--- config.mk ---
export PLATFORM = sky130hd
export DESIGN_NAME = tdm_dma_event_gen
export DESIGN_NICKNAME = d
export VERILOG_FILES = /design/src/rtl/tdm_dma_pkg.sv /design/src/rtl/tdm_slot_counter.sv /design/src/rtl/tdm_dir_tracker.sv /design/src/rtl/tdm_dma_event_gen.sv
export SDC_FILE = /design/constraint.sdc
export NUM_CORES = 1
export LEC_CHECK = 0
export BUFFER_PORTS_ARGS = -buffer_cell sky130_fd_sc_hd__buf_2
export CAP_MARGIN = 20
export CORE_UTILIZATION = 50
export CTS_CLUSTER_DIAMETER = 200
export DETAILED_ROUTE_END_ITERATION = 12
export HOLD_SLACK_MARGIN = 0.12
export PLACE_DENSITY = 0.81
export SETUP_SLACK_MARGIN = 0.1
export SYNTH_ARGS = -nofsm -noshare
export SYNTH_HDL_FRONTEND = slang
export SYNTH_SLANG_ARGS = --single-unit
--- constraint.sdc ---
create_clock -name clk -period 3.42 [get_ports clk]
set_input_delay 0.513 -clock clk [delete_from_list [all_inputs] [get_ports clk]]
set_output_delay 0.513 -clock clk [all_outputs]
set_load 0.02 [all_outputs]
--- src/rtl/tdm_dma_pkg.sv ---
package tdm_dma_pkg;
   localparam int ADDR_W = 3;

   localparam logic [ADDR_W-1:0] RA_CTRL = 3'd0;
   localparam logic [ADDR_W-1:0] RA_IEN  = 3'd1;
   localparam logic [ADDR_W-1:0] RA_SPF  = 3'd2;
   localparam logic [ADDR_W-1:0] RA_MASK = 3'd3;
   localparam logic [ADDR_W-1:0] RA_STAT = 3'd4;
   localparam logic [ADDR_W-1:0] RA_SLOT = 3'd5;
   localparam logic [ADDR_W-1:0] RA_RDY  = 3'd6;

   typedef enum logic {
      EV_COMBINED = 1'b0,
      EV_SPLIT    = 1'b1
   } ev_scheme_e;

   localparam int DIR_TX = 0;
   localparam int DIR_RX = 1;
   localparam int N_DIR  = 2;
endpackage

--- src/rtl/tdm_slot_counter.sv ---
module tdm_slot_counter #(
   parameter int SLOT_W = 5
) (
   input  logic              clk,
   input  logic              rst_n,
   input  logic              fsync_i,
   input  logic              tick_i,
   input  logic [SLOT_W-1:0] spf_i,
   output logic              bnd_o,
   output logic [SLOT_W-1:0] cur_o,
   output logic [SLOT_W-1:0] ahead_o
);
   localparam logic [SLOT_W-1:0] ONE = SLOT_W'(1);

   logic [SLOT_W-1:0] slot_q, slot_d, last_slot;

   assign last_slot = spf_i - ONE;

   function automatic logic [SLOT_W-1:0] wrap_inc(input logic [SLOT_W-1:0] v,
                                                  input logic [SLOT_W-1:0] last);
      return (v >= last) ? '0 : v + ONE;
   endfunction

   assign bnd_o   = fsync_i | tick_i;
   assign slot_d  = fsync_i ? '0 : wrap_inc(slot_q, last_slot);
   assign ahead_o = wrap_inc(slot_d, last_slot);
   assign cur_o   = slot_q;

   always_ff @(posedge clk) begin
      if (!rst_n)     slot_q <= '0;
      else if (bnd_o) slot_q <= slot_d;
   end

   assert_fsync_zero_R1: assert property (@(posedge clk) disable iff (!rst_n)
      fsync_i |=> (cur_o == '0));
   assert_wrap_R1: assert property (@(posedge clk) disable iff (!rst_n)
      (tick_i && !fsync_i && (cur_o >= last_slot)) |=> (cur_o == '0));
endmodule

--- src/rtl/tdm_dir_tracker.sv ---
module tdm_dir_tracker #(
   parameter int N_SER = 4,
   parameter int IS_RX = 0
) (
   input  logic             clk,
   input  logic             rst_n,
   input  logic             bnd_i,
   input  logic             prev_par_i,
   input  logic             ahead_par_i,
   input  logic [N_SER-1:0] act_i,
   input  logic [N_SER-1:0] acc_i,
   input  logic             err_clr_i,
   output logic             fire_o,
   output logic             par_o,
   output logic [N_SER-1:0] rdy_o,
   output logic             err_o
);
   logic [N_SER-1:0] rdy_q, left_over;
   logic             armed_q, par_q, err_q, par_src, par_unused;

   generate
      if (IS_RX != 0) begin : g_prev_slot
         assign par_src    = prev_par_i;
         assign par_unused = ahead_par_i;
      end else begin : g_next_slot
         assign par_src    = ahead_par_i;
         assign par_unused = prev_par_i;
      end
   endgenerate

   assign left_over = rdy_q & ~acc_i & act_i;

   always_ff @(posedge clk) begin
      if (!rst_n) begin
         rdy_q   <= '0;
         armed_q <= 1'b0;
         par_q   <= 1'b0;
         err_q   <= 1'b0;
      end else begin
         rdy_q   <= (rdy_q & ~acc_i) | (bnd_i ? act_i : '0);
         armed_q <= bnd_i && (act_i != '0);
         if (bnd_i) par_q <= par_src;
         if (bnd_i && (left_over != '0)) err_q <= 1'b1;
         else if (err_clr_i)              err_q <= 1'b0;
      end
   end

   assign fire_o = armed_q && ((rdy_q & act_i) == act_i);
   assign par_o  = par_q;
   assign rdy_o  = rdy_q;
   assign err_o  = err_q;

   assert_pulse_R3: assert property (@(posedge clk) disable iff (!rst_n)
      fire_o |=> (!fire_o || $past(bnd_i)));
   assert_after_bnd_R3: assert property (@(posedge clk) disable iff (!rst_n)
      fire_o |-> $past(bnd_i));
   assert_clear_R2: assert property (@(posedge clk) disable iff (!rst_n)
      ((acc_i != '0) && !bnd_i) |=> ((rdy_o & $past(acc_i)) == '0));
   assert_err_sticky_R10: assert property (@(posedge clk) disable iff (!rst_n)
      (err_o && !err_clr_i) |=> err_o);
endmodule

--- src/rtl/tdm_dma_event_gen.sv ---
module tdm_dma_event_gen
   import tdm_dma_pkg::*;
#(
   parameter int N_SER  = 4,
   parameter int SLOT_W = 5,
   parameter int DATA_W = 32
) (
   input  logic              clk,
   input  logic              rst_n,
   input  logic              fsync_i,
   input  logic              slot_tick_i,
   input  logic [N_SER-1:0]  tx_buf_wr_i,
   input  logic [N_SER-1:0]  rx_buf_rd_i,
   input  logic              reg_wr_i,
   input  logic [2:0]        reg_addr_i,
   input  logic [DATA_W-1:0] reg_wdata_i,
   output logic [DATA_W-1:0] reg_rdata_o,
   output logic              tx_dma_o,
   output logic              tx_dma_even_o,
   output logic              tx_dma_odd_o,
   output logic              rx_dma_o,
   output logic              rx_dma_even_o,
   output logic              rx_dma_odd_o,
   output logic              tx_irq_o,
   output logic              rx_irq_o
);
   localparam int MASK_W = 2 * N_SER;

   generate
      if (N_SER < 1)         begin : g_bad_nser  $error("N_SER must be at least 1"); end
      if (SLOT_W < 1)        begin : g_bad_slotw $error("SLOT_W must be at least 1"); end
      if (DATA_W < MASK_W)   begin : g_bad_mask  $error("DATA_W too narrow for masks"); end
      if (DATA_W < SLOT_W)   begin : g_bad_slot  $error("DATA_W too narrow for slot"); end
      if (DATA_W < 4)        begin : g_bad_data  $error("DATA_W must be at least 4"); end
   endgenerate

   logic [N_DIR-1:0]             mode_q;
   logic [3:0]                   ien_q;
   logic [SLOT_W-1:0]            spf_q;
   logic [N_DIR-1:0][N_SER-1:0]  act_q, acc_v, rdy_v;
   logic [N_DIR-1:0]             fire_v, par_v, err_v, clr_v;
   logic [N_DIR-1:0]             ev_all, ev_even, ev_odd;
   logic                         bnd;
   logic [SLOT_W-1:0]            cur_slot, ahead_slot;
   logic                         wdata_unused;

   assign wdata_unused = ^reg_wdata_i;

   always_ff @(posedge clk) begin
      if (!rst_n) begin
         mode_q <= '0;
         ien_q  <= '0;
         spf_q  <= '1;
         act_q  <= '0;
      end else if (reg_wr_i) begin
         case (reg_addr_i)
            RA_CTRL: mode_q <= reg_wdata_i[N_DIR-1:0];
            RA_IEN:  ien_q  <= reg_wdata_i[3:0];
            RA_SPF:  spf_q  <= reg_wdata_i[SLOT_W-1:0];
            RA_MASK: begin
               act_q[DIR_TX] <= reg_wdata_i[N_SER-1:0];
               act_q[DIR_RX] <= reg_wdata_i[N_SER +: N_SER];
            end
            default: ;
         endcase
      end
   end

   assign clr_v[DIR_TX] = reg_wr_i && (reg_addr_i == RA_STAT) && reg_wdata_i[0];
   assign clr_v[DIR_RX] = reg_wr_i && (reg_addr_i == RA_STAT) && reg_wdata_i[1];
   assign acc_v[DIR_TX] = tx_buf_wr_i;
   assign acc_v[DIR_RX] = rx_buf_rd_i;

   tdm_slot_counter #(.SLOT_W(SLOT_W)) i_slot_counter (
      .clk     (clk),
      .rst_n   (rst_n),
      .fsync_i (fsync_i),
      .tick_i  (slot_tick_i),
      .spf_i   (spf_q),
      .bnd_o   (bnd),
      .cur_o   (cur_slot),
      .ahead_o (ahead_slot)
   );

   for (genvar d = 0; d < N_DIR; d++) begin : g_dir
      tdm_dir_tracker #(.N_SER(N_SER), .IS_RX(d)) i_tracker (
         .clk         (clk),
         .rst_n       (rst_n),
         .bnd_i       (bnd),
         .prev_par_i  (cur_slot[0]),
         .ahead_par_i (ahead_slot[0]),
         .act_i       (act_q[d]),
         .acc_i       (acc_v[d]),
         .err_clr_i   (clr_v[d]),
         .fire_o      (fire_v[d]),
         .par_o       (par_v[d]),
         .rdy_o       (rdy_v[d]),
         .err_o       (err_v[d])
      );

      assign ev_all[d]  = fire_v[d] && (mode_q[d] == EV_COMBINED);
      assign ev_even[d] = fire_v[d] && (mode_q[d] == EV_SPLIT) && !par_v[d];
      assign ev_odd[d]  = fire_v[d] && (mode_q[d] == EV_SPLIT) &&  par_v[d];

      assert_one_line_R7: assert property (@(posedge clk) disable iff (!rst_n)
         $onehot0({ev_all[d], ev_even[d], ev_odd[d]}));
      assert_combined_quiet_R4: assert property (@(posedge clk) disable iff (!rst_n)
         (mode_q[d] == EV_COMBINED) |-> (!ev_even[d] && !ev_odd[d]));
      assert_split_quiet_R5: assert property (@(posedge clk) disable iff (!rst_n)
         (mode_q[d] == EV_SPLIT) |-> !ev_all[d]);
   end

   assign tx_dma_o      = ev_all[DIR_TX];
   assign tx_dma_even_o = ev_even[DIR_TX];
   assign tx_dma_odd_o  = ev_odd[DIR_TX];
   assign rx_dma_o      = ev_all[DIR_RX];
   assign rx_dma_even_o = ev_even[DIR_RX];
   assign rx_dma_odd_o  = ev_odd[DIR_RX];

   assign tx_irq_o = (ien_q[0] && fire_v[DIR_TX]) || (ien_q[1] && err_v[DIR_TX]);
   assign rx_irq_o = (ien_q[2] && fire_v[DIR_RX]) || (ien_q[3] && err_v[DIR_RX]);

   always_comb begin
      reg_rdata_o = '0;
      case (reg_addr_i)
         RA_CTRL: reg_rdata_o[N_DIR-1:0]      = mode_q;
         RA_IEN:  reg_rdata_o[3:0]            = ien_q;
         RA_SPF:  reg_rdata_o[SLOT_W-1:0]     = spf_q;
         RA_MASK: reg_rdata_o[MASK_W-1:0]     = {act_q[DIR_RX], act_q[DIR_TX]};
         RA_STAT: reg_rdata_o[N_DIR-1:0]      = err_v;
         RA_SLOT: reg_rdata_o[SLOT_W-1:0]     = cur_slot;
         RA_RDY:  reg_rdata_o[MASK_W-1:0]     = {rdy_v[DIR_RX], rdy_v[DIR_TX]};
         default: reg_rdata_o = '0;
      endcase
   end

   assert_no_irq_idle_R9: assert property (@(posedge clk) disable iff (!rst_n)
      (ien_q == '0) |-> (!tx_irq_o && !rx_irq_o));
endmodule

==> metrics.txt <==
Die ar. 5070 um^2; Top-Level Pins 88; Synth Flop Type dfxtp_1; PwrDens 349 nW/um^2; post-CTS setup buffer count 0; htree depth 2; mux share of post-synthesis cell area 8.62%; clock sink count 38; most common cell in the netlist nand2_1; WP data arrival 3.26 ns; GP Congestion 0.888; TritonCTS clock tree done; nets 391; Synth top area share 31.7%; Antenna Nets Post-Route 0; worst hold slack 0.453 ns; Layout Cells excl Fill 384; post-DR wirelength/cell 14.4 um; Final Power 0.000909 W; CTS Buf Count 5; total negative setup slack 0 ns; final core utilization 58.2%; root buffer cell clkbuf_8; Tmin final 3.02 ns; failing checks DRC; # diodes 0; DP Cell Count 376; Compound-Gate Fraction of Synth Area 18.3%; critical path class reg2reg; final worst-path cycle share 88.3%; most instantiated cells after synthesis nand2_1, dfxtp_1, nor2_1; crit path from spf_q[0]; Slew Limit Fails 0; first-pass GRT wire length 9.06 mm; share of cells above drive strength 1 17.8%; initial antenna violation count 0; Worst setup SP type flop; clock transition at the registers of the reported paths 0.07 ns; outcome finished, violations left; Worst-Skew Late Latency 0.29 ns; Simple-Gate Fraction of Synth Area 21.9%; Residual DRC 1; slowest CP cell dfxtp_1; Slew HR 38.4%; Die Y 71.2 um; Via-to-Cell Ratio 5.54; Adder-Cell Fraction of Synth Area 6.27%; Max stage delay on crit path 0.39 ns; Post-Syn Area 2400 um^2; Peak VDD IR 284 uV; die width 71.2 um; RSZ-0062 raised after global routing no; GRT overflow 0; post-CTS sizing 0; Seq/Total Area, Yosys 31.7%; gr usage total 22.8%; Finish-stage setup viols 0; Tightest Pin Transition 0.924 ns; DR iter-0 viols 115; #FFs+latches synth 38; Reg2Reg Launch Point spf_q[0]; number of hold buffers added after cts 0; critical path endpoint category flop; async set-reset flop share out of synthesis 0%; via count 2126; min-delay worst type in2reg; Leak Pwr 1.19 nW; WL final 5.52 mm; Fmax achieved 331 MHz; Initial Util 53.6%; core area 4470 um^2; clk_skew 0.00278 ns; area grow syn2layout 8.77%; synth top area cells dfxtp_1, buf_4, ha_1; min-delay src reg_wdata_i[5]; average size of a mapped cell 8.09 um^2; main combinational cell family by area after synthesis simple AND/OR/NAND/NOR gates; endpoints failing hold 0; yosys warns 0; pin count of the biggest net entering global routing 31; Worst path most repeated cell ha_1; HPWL after DPL 4.16 mm; Synth Area in XOR/XNOR 1.46%; I/O Buffers 39; floorplan row count 24; CTS Buffer Depth 2; synth unique cells 42; EDFF count, synth 0; worst path cell trace inv_1, ha_1, xnor2_1, ha_1, a21o_1, a31oi_2, o21ai_2, nand2b_4, ha_1, o21ai_0, a21oi_1, a2111oi_2, a32o_1; Fill cells 422; area leader, netlist dfxtp_1; drt first pass iters 9; post-synthesis cell count 296; worst path required time 3.66 ns; Max-cap violations 0; maximum fanout along the worst path 6; vias in the first global route 1948
stage by stage:
stage / area [um^2] / setup slack [ns]
after floorplan: 2480 / 0.723
after global placement: 2510 / 0.433
after detailed placement: 2510 / 0.393
after CTS: 2610 / 0.370
after global routing: 2610 / 0.155
final: 2610 / 0.400
worst max-delay path, delay by kind of cell, from the launching register on:
family	cells	cell delay, ns
compound gates	7	1.27
fa+ha+maj	3	0.81
flops	1	0.39
xor+xnor	1	0.22
simple gates	1	0.17
buf+inv	1	0.10
cell usage in the layout (no fill, tap or decap), drive strengths merged, types with 3 or more instances in the layout:
cell | Yosys | routed
nand2 | 39 | 39
buf | 29 | 39
dfxtp | 38 | 38
nor2 | 30 | 30
a21oi | 27 | 27
conb | 1 | 24
mux2i | 15 | 15
nor2b | 15 | 15
inv | 13 | 13
ha | 12 | 12
a22oi | 9 | 9
o21ai | 8 | 8
clkbuf | 5 | 7
nand3 | 6 | 6
and3 | 6 | 6
nand2b | 5 | 5
o31ai | 4 | 4
a21o | 3 | 3
nor3 | 3 | 3
mux2 | 3 | 3
a221oi | 3 | 3
o22ai | 3 | 3
cell families (layout without fill, tap and decap cells):
kind of cell,after synthesis,count (layout)
xor gates and xnor gates,4,4
DFF,38,38
AOI/OAI and AO/OA,65,65
muxes,19,19
adders and majority gates,12,12
other,1,24
buffers and inverters,47,60
and+or+nand+nor,110,110
final cells by class:
type | count | area (um^2) | share of cell area (%)
clock inverters | 1 | 5.00 | 0.192
repair buffers | 39 | 195 | 7.49
flip-flops and latches | 38 | 761 | 29.2
well taps | 52 | 65.1 | 2.50
clock buffers | 7 | 86.3 | 3.31
inverters | 13 | 48.8 | 1.87
multi-input cells | 234 | 1450 | 55.4
registers in the layout (all words and copies together), names as in the netlist:
name and flops:
act_q 8, g_dir.i_tracker.rdy_o 8, i_slot_counter.cur_o 5, spf_q 5
ien_q 4, g_dir.i_tracker.armed_q 2, g_dir.i_tracker.err_o 2, g_dir.i_tracker.par_o 2
mode_q 2
report_power, final:
part           switching (W)  internal (W)
logic              0.0000871     0.0000399
clock network       0.000159      0.000163
registers         0.00000996      0.000451
path summary, 6_finish.rpt:
path | to | slack, ns | depth (start not counted)
worst max register to register | g_dir[0].i_tracker.par_o | 0.40 | 13
worst min-delay path | act_q[5] | 0.45 | 3
worst max-delay path | g_dir[0].i_tracker.par_o | 0.40 | 13
worst min register to register | g_dir[1].i_tracker.par_o | 0.50 | 2
metal layers:
metal | GRT usage (%) | up-vias | routed length [um]
met5 | 0 | - | 0
met4 | 6.89 | 0 | 61
met3 | 4.08 | 8 | 327
met2 | 38.0 | 73 | 2720
met1 | 30.1 | 998 | 2410
li1 | - | 1047 | -
Power figures use the tool's default switching activity.
